$ cat config.mk
export PLATFORM = sky130hd
export DESIGN_NAME = intx_req_ctrl
export DESIGN_NICKNAME = d
export VERILOG_FILES = /design/src/rtl/intx_pkg.sv /design/src/rtl/intx_event_latch.sv /design/src/rtl/intx_hs_fsm.sv /design/src/rtl/intx_req_ctrl.sv
export SDC_FILE = /design/constraint.sdc
export NUM_CORES = 1
export LEC_CHECK = 0
export BUFFER_PORTS_ARGS = -buffer_cell sky130_fd_sc_hd__buf_2
export CAP_MARGIN = 5
export CORE_AREA = 2 2 39 41
export CTS_CLUSTER_SIZE = 25
export DETAILED_ROUTE_END_ITERATION = 12
export DIE_AREA = 0 0 41 43
export GPL_ROUTABILITY_DRIVEN = 0
export HOLD_SLACK_MARGIN = 0.12
export PLACE_DENSITY = 0.56
export RECOVER_POWER = 100
export SETUP_SLACK_MARGIN = 0.05
export SLEW_MARGIN = 20
export SYNTH_ARGS = -nofsm -noshare
export SYNTH_HDL_FRONTEND = slang
export SYNTH_SLANG_ARGS = --single-unit
$ cat constraint.sdc
create_clock -name clk_i -period 4.6 [get_ports clk_i]
set_clock_uncertainty 0.15 [all_clocks]
set_input_delay 0.69 -clock clk_i [delete_from_list [all_inputs] [get_ports clk_i]]
set_output_delay 0.69 -clock clk_i [all_outputs]
set_load 0.005 [all_outputs]
$ cat src/rtl/intx_pkg.sv
package intx_pkg;
  typedef enum logic [1:0] {
    ST_IDLE      = 2'd0,
    ST_WAIT_ACK1 = 2'd1,
    ST_WAIT_SVC  = 2'd2,
    ST_WAIT_ACK2 = 2'd3
  } intx_state_e;
endpackage

$ cat src/rtl/intx_event_latch.sv
module intx_event_latch #(
  parameter int NUM_SRC = 4
) (
  input  logic               clk_i,
  input  logic               rst_ni,
  input  logic [NUM_SRC-1:0] event_i,
  input  logic               take_i,
  output logic               want_o
);
  logic ev_any;
  logic sticky_q;

  assign ev_any = |event_i;
  assign want_o = ev_any | sticky_q;

  // events not consumed by a launch in the same cycle collapse into one flag
  always_ff @(posedge clk_i or negedge rst_ni) begin
    if (!rst_ni)     sticky_q <= 1'b0;
    else if (take_i) sticky_q <= 1'b0;
    else if (ev_any) sticky_q <= 1'b1;
  end
endmodule

$ cat src/rtl/intx_hs_fsm.sv
module intx_hs_fsm
  import intx_pkg::*;
(
  input  logic clk_i,
  input  logic rst_ni,
  input  logic want_i,
  input  logic enable_i,
  input  logic ack_i,
  input  logic serviced_i,
  output logic take_o,
  output logic req_o,
  output logic pend_o,
  output logic busy_o
);
  intx_state_e state_q, state_d;
  logic svc_seen_q, svc_seen_d;

  assign take_o = (state_q == ST_IDLE) && want_i && enable_i;

  always_comb begin
    state_d    = state_q;
    svc_seen_d = svc_seen_q;
    unique case (state_q)
      ST_IDLE: begin
        svc_seen_d = 1'b0;
        if (take_o) state_d = ST_WAIT_ACK1;
      end
      ST_WAIT_ACK1: begin
        if (ack_i) begin
          state_d    = (svc_seen_q || serviced_i) ? ST_WAIT_ACK2 : ST_WAIT_SVC;
          svc_seen_d = 1'b0;
        end else if (serviced_i) begin
          svc_seen_d = 1'b1;
        end
      end
      ST_WAIT_SVC: begin
        if (serviced_i) state_d = ST_WAIT_ACK2;
      end
      ST_WAIT_ACK2: begin
        if (ack_i) state_d = ST_IDLE;
      end
      default: state_d = ST_IDLE;
    endcase
  end

  always_ff @(posedge clk_i or negedge rst_ni) begin
    if (!rst_ni) begin
      state_q    <= ST_IDLE;
      svc_seen_q <= 1'b0;
    end else begin
      state_q    <= state_d;
      svc_seen_q <= svc_seen_d;
    end
  end

  assign req_o  = (state_q == ST_WAIT_ACK1) || (state_q == ST_WAIT_SVC);
  assign pend_o = req_o;
  assign busy_o = (state_q != ST_IDLE);
endmodule

$ cat src/rtl/intx_req_ctrl.sv
module intx_req_ctrl #(
  parameter int NUM_SRC      = 4,
  parameter int STAT_W       = 16,
  parameter int INTX_DIS_BIT = 10
) (
  input  logic               clk_i,
  input  logic               rst_ni,
  input  logic [NUM_SRC-1:0] event_i,
  input  logic [STAT_W-1:0]  fn_status_i,
  input  logic               ack_i,
  input  logic               serviced_i,
  output logic               req_o,
  output logic               pend_o,
  output logic               busy_o
);
  logic want, take, intx_en;
  logic status_unused;

  assign intx_en       = ~fn_status_i[INTX_DIS_BIT];
  assign status_unused = ^fn_status_i;

  intx_event_latch #(.NUM_SRC(NUM_SRC)) u_latch (
    .clk_i  (clk_i),
    .rst_ni (rst_ni),
    .event_i(event_i),
    .take_i (take),
    .want_o (want)
  );

  intx_hs_fsm u_fsm (
    .clk_i     (clk_i),
    .rst_ni    (rst_ni),
    .want_i    (want),
    .enable_i  (intx_en),
    .ack_i     (ack_i),
    .serviced_i(serviced_i),
    .take_o    (take),
    .req_o     (req_o),
    .pend_o    (pend_o),
    .busy_o    (busy_o)
  );
endmodule

=== After elaboration in Yosys (flattened, before gate mapping) ===
Index checks and enable logic that the tools add are counted.

* Register bits after elaboration: 4
* Bits of input ports: 24

* Eq/ne operators: 8
* Muxes and demuxes: 11
* Bitwise operators: 2
* Reductions and logical operators: 11

{| class="wikitable"
|+ Operators by type and width
! operator !! number
|-
| $mux 2 || 4
|-
| $ne 2x2->1 const B || 4
|-
| $pmux 2 s4 || 1
|-
| $reduce_bool 2->1 || 3
|-
| $mux 1 || 5
|-
| $eq 2x2->1 const B || 2
|-
| $reduce_and 4->1 || 1
|-
| $reduce_or 4->1 || 1
|-
| $ne 3x3->1 const B || 1
|-
| $eq 2x1->1 const B || 1
|-
| $logic_and 1x1->1 || 2
|-
| $logic_not 2->1 || 1
|-
| $logic_or 1x1->1 || 2
|-
| $pmux 1 s2 || 1
|-
| $reduce_and 2->1 || 1
|-
| $not 1->1 || 1
|-
| $or 1x1->1 || 1
|}

=== Logic depth before layout (Yosys ltp) ===
* Word-level depth: 6
* Depth in mapped cells: 6
* Gate-level depth less buffers: 6

=== Cells and area by module ===
A second synthesis with hierarchy kept.

* Cells, all modules: 31
* Area total of the unflattened synthesis: 291.5 um^2

{| class="wikitable"
|+ Modules (own cells, without submodules)
! module !! instances !! cells an instance !! area an instance (um^2) !! sequential area each (um^2)
|-
| intx_hs_fsm || 1 || 25 || 240.2 || 75.1
|-
| intx_event_latch || 1 || 5 || 47.5 || 25.0
|-
| intx_req_ctrl || 1 || 1 || 3.8 || 0.0
|}

=== Worst setup path before layout ===
Ideal clock, no wire load.

* Kind: input-to-reg
* Start point: in event_i[1]
* End point: reg u_fsm.state_q[0]
* Setup time: 0.128 ns
* Data arrival time: 1.586 ns
* Data required time: 4.322 ns
* Slack: 2.737 ns
* Cell stages on the path: 4
* Path buffers: 0
* Cell sequence: or3_4 > nor4_2 > a211oi_1 > mux2_1

* Cells in the longest elaborated chain, start to end: 6

{| class="wikitable"
|+ Ends and longest elaborated chain
! item !! line !! text
|-
| from (decl) || intx_req_ctrl.sv:8 || <nowiki>input logic [NUM_SRC-1:0] event_i,</nowiki>
|-
| $reduce_or 4->1 || intx_event_latch.sv:13 || <nowiki>assign ev_any = |event_i;</nowiki>
|-
| $or 1x1->1 || intx_event_latch.sv:14 || <nowiki>assign want_o = ev_any | sticky_q;</nowiki>
|-
| $logic_and 1x1->1 (2 in series) || intx_hs_fsm.sv:18 || <nowiki>assign take_o = (state_q == ST_IDLE) && want_i && enable_i;</nowiki>
|-
| $ne 2x2->1 (no line) || n/a ||
|-
| $reduce_and 4->1 (no line) || n/a ||
|-
| to (signal assigned) || intx_hs_fsm.sv:51 || <nowiki>state_q <= state_d;</nowiki>
|-
| to (decl) || intx_hs_fsm.sv:15 || <nowiki>intx_state_e state_q, state_d;</nowiki>
|}

No other way between the ends.
A chain may end at the register's enable or synchronous reset.

=== Worst setup path in the final report ===
* Start point: reg u_fsm.state_q[0]
* End point: out busy_o

* Cells in the longest elaborated chain, start to end: 1

{| class="wikitable"
|+ Ends and longest elaborated chain
! item !! line !! text
|-
| $reduce_bool 2->1 || intx_hs_fsm.sv:58 || <nowiki>assign busy_o = (state_q != ST_IDLE);</nowiki>
|-
| to (decl) || intx_req_ctrl.sv:14 || <nowiki>output logic busy_o</nowiki>
|}

No other way between the ends.

==> impl_metrics.json <==
{
  "postCtsSetupBuffers": 0,
  "setup.worst_path.end": "busy_o",
  "worstPathArrival_ps": 1220,
  "synthSimpleGateAreaFrac_pct": 16.5,
  "die_x_um": 41,
  "tritoncts": "done",
  "clock_latency_ps": 230,
  "clock-root-buffer": "clkbuf_4",
  "crit_start": "u_fsm.state_q[0]",
  "io_pins": 27,
  "drc_errors": 0,
  "outcome": "finished, final reports clean",
  "antenna_found_initial": 0,
  "hold_viol_final": 0,
  "setup_viol": 0,
  "crit_cells": 4,
  "worstPathRequired_ps": 3760,
  "port_buffers": 11,
  "crit_path_start_kind": "flip-flop",
  "drtAntennaViolNets": 0,
  "synth_common_cells": "ha_1, dfrtp_1, inv_1, nor2_1",
  "synth_edf_count": 0,
  "overflow": 0,
  "initial_core_util_pct": 21.3,
  "numCtsBuffers": 3,
  "synth_area_leaders": "dfrtp_1, ha_1, mux2_1, nor4_2, inv_1",
  "synth_area_per_cell_um2": 9.84,
  "cts.sinks": 4,
  "fin_crit_sh_pct": 44.7,
  "drive_gt1_share_pct": 29.5,
  "synth_most_common_cell": "ha_1",
  "grt_first_pass_wirelength_um": 731,
  "via_count": 238,
  "synth_adder_area_share_pct": 21.2,
  "r2r-end": "u_fsm.state_q[0]",
  "dp_hpwl_um": 427,
  "synth_top_family_by_area": "adder cells",
  "dp_slack_ps": 2570,
  "async_flop_share_pct": 100,
  "yosysSeqAreaShare_pct": 33.9,
  "leakage_uw": 0.000183,
  "synth_ff_type": "dfrtp_1",
  "htreeDepth": 1,
  "routed_via_density": 3.97,
  "maxCapViolations": 0,
  "clk_pin_slew_ps": 40,
  "hp-class": "reg2reg",
  "synth-xor-area-share_pct": 0,
  "grt.total_usage_pct": 6.76,
  "syn-num-nets": 59,
  "die_h_um": 43,
  "coreArea_mm2": 0.00138,
  "filler_cell_count": 145,
  "synth_compound_area_share_pct": 13.1,
  "slew_violations": 0,
  "grt_pass1_vias": 199,
  "maxClockFrequency_ghz": 0.486,
  "die_area_mm2": 0.00176,
  "critPathMaxStageDelay_ps": 410,
  "ys_ff_latch": 4,
  "relSlewSlack_pct": 75.6,
  "worstSetupPathType": "reg2out",
  "ir_drop_uv": 185,
  "area_growth_pct": 31.4,
  "grt_max_degree": 6,
  "routedWlPerCell_um": 8.45,
  "synth_cell_type_count": 16,
  "crit_family": "flip-flops",
  "cp_cell_sequence": "inv_1 -> ha_1 -> clkinv_1 -> clkbuf_1",
  "nNetsFinal": 75,
  "drtPass1Iterations": 1,
  "finalSetupTns_ps": 0,
  "drt-initial-drc-count": 0,
  "min_period_ps": 2060,
  "synth-warning-count": 0,
  "critPathMaxFanout": 5,
  "synth_top_area_share_pct": 33.9,
  "ff2ff_setup_slack_ps": 2730,
  "cts_buffer_depth": 2,
  "final_cells": 60,
  "rsz0062_at_grt": "false",
  "syn_area_um2": 295,
  "rows": 14,
  "finalWirelength_um": 507,
  "p_per_area_mw_per_mm2": 594,
  "tightestPinTransition_ps": 363,
  "reg2reg_from": "u_fsm.state_q[1]",
  "syn-instance-count": 30,
  "fin_util_pct": 28.0,
  "synthMuxAreaShare_pct": 7.63,
  "r2r_cells": 6,
  "dp.cells": 56,
  "diodes": 0,
  "end_kind": "output pin",
  "synth_top_area_cell": "dfrtp_1",
  "fin_ws_ps": 2540,
  "cp_slowest_cell": "dfrtp_1",
  "crit_buf_inv": 3
}
how the worst min path moves through the flow:
stage | startpoint | end | slack (ps) | cells after the start
6_report | u_latch.sticky_q | u_latch.sticky_q | 400 | 1
5_1_grt | u_latch.sticky_q | u_latch.sticky_q | 400 | 1
4_1_cts | u_latch.sticky_q | u_latch.sticky_q | 400 | 1
3_5_place_dp | rst_ni | u_latch.sticky_q | 350 | 1
3_3_place_gp | rst_ni | u_latch.sticky_q | 350 | 1
2_1_floorplan | rst_ni | u_fsm.state_q[0] | 240 | 0
what timing repair did:
item	CTS	global route
hold buffers	1	0
setup endpoints to repair	0	0
resized for setup	0	0
endpoints found under the hold margin	4	0
cell usage in the layout, fill, tap and decap left out:
master | Yosys | routed
clkbuf_4 | 0 | 3
a21oi_1 | 1 | 1
mux2_1 | 2 | 2
nor4_2 | 1 | 1
clkinv_1 | 1 | 1
dlygate4sd3_1 | 0 | 1
a211oi_1 | 1 | 1
nor2_1 | 3 | 3
nand2_1 | 2 | 2
or3_1 | 0 | 1
o32a_1 | 1 | 1
o22ai_1 | 1 | 1
nand2b_1 | 1 | 1
inv_1 | 3 | 3
clkbuf_1 | 0 | 2
ha_1 | 5 | 5
dfrtp_1 | 4 | 4
o21ai_0 | 2 | 2
buf_2 | 0 | 9
per-layer routing:
| metal | track usage [%] | vias to the layer above | routed length (um) |
|---|---|---|---|
| met3 | 1.57 | 0 | 23 |
| met5 | 0 | - | 0 |
| met4 | 10.0 | 0 | 0 |
| met2 | 7.81 | 4 | 260 |
| li1 | - | 131 | - |
| met1 | 7.84 | 103 | 223 |
power by group:
| group | switching [uW] | internal (uW) |
|---|---|---|
| Clock | 12.8 | 29.1 |
| Sequential | 15.0 | 51.9 |
| Combinational | 62.2 | 59.4 |
| Total | 90.0 | 140 |
registers in the layout, indices dropped and copies added (netlist names):
register	cells
u_latch.sticky_q	1
u_fsm.svc_seen_q	1
u_fsm.state_q	2
logic make-up (layout without fill, tap and decap cells):
family | Yosys count | count (layout)
AO/OA/AOI/OAI | 6 | 6
adder cells (fa/ha/maj) | 5 | 5
buffers and inverters | 5 | 19
flip-flops | 4 | 4
multiplexers | 2 | 2
AND/OR/NAND/NOR | 8 | 8
metrics by stage:
stage               total power [uW]  cell area [um2]  hold slack (ps)
floorplan                        162              295              244
global placement                 191              363              348
detailed placement               194              363              347
CTS                              239              395              397
global route                     254              388              399
finish                           230              388              401
cell type report:
cell class	count	area, um2	area share (%)
clock buffers	3	22.5	5.81
inverters	4	15.0	3.87
multi-input cells	21	168	43.2
flip-flops and latches	4	100	25.8
well taps	16	20.0	5.16
repair buffers	12	62.6	16.1
Power figures use the tool's default switching activity.
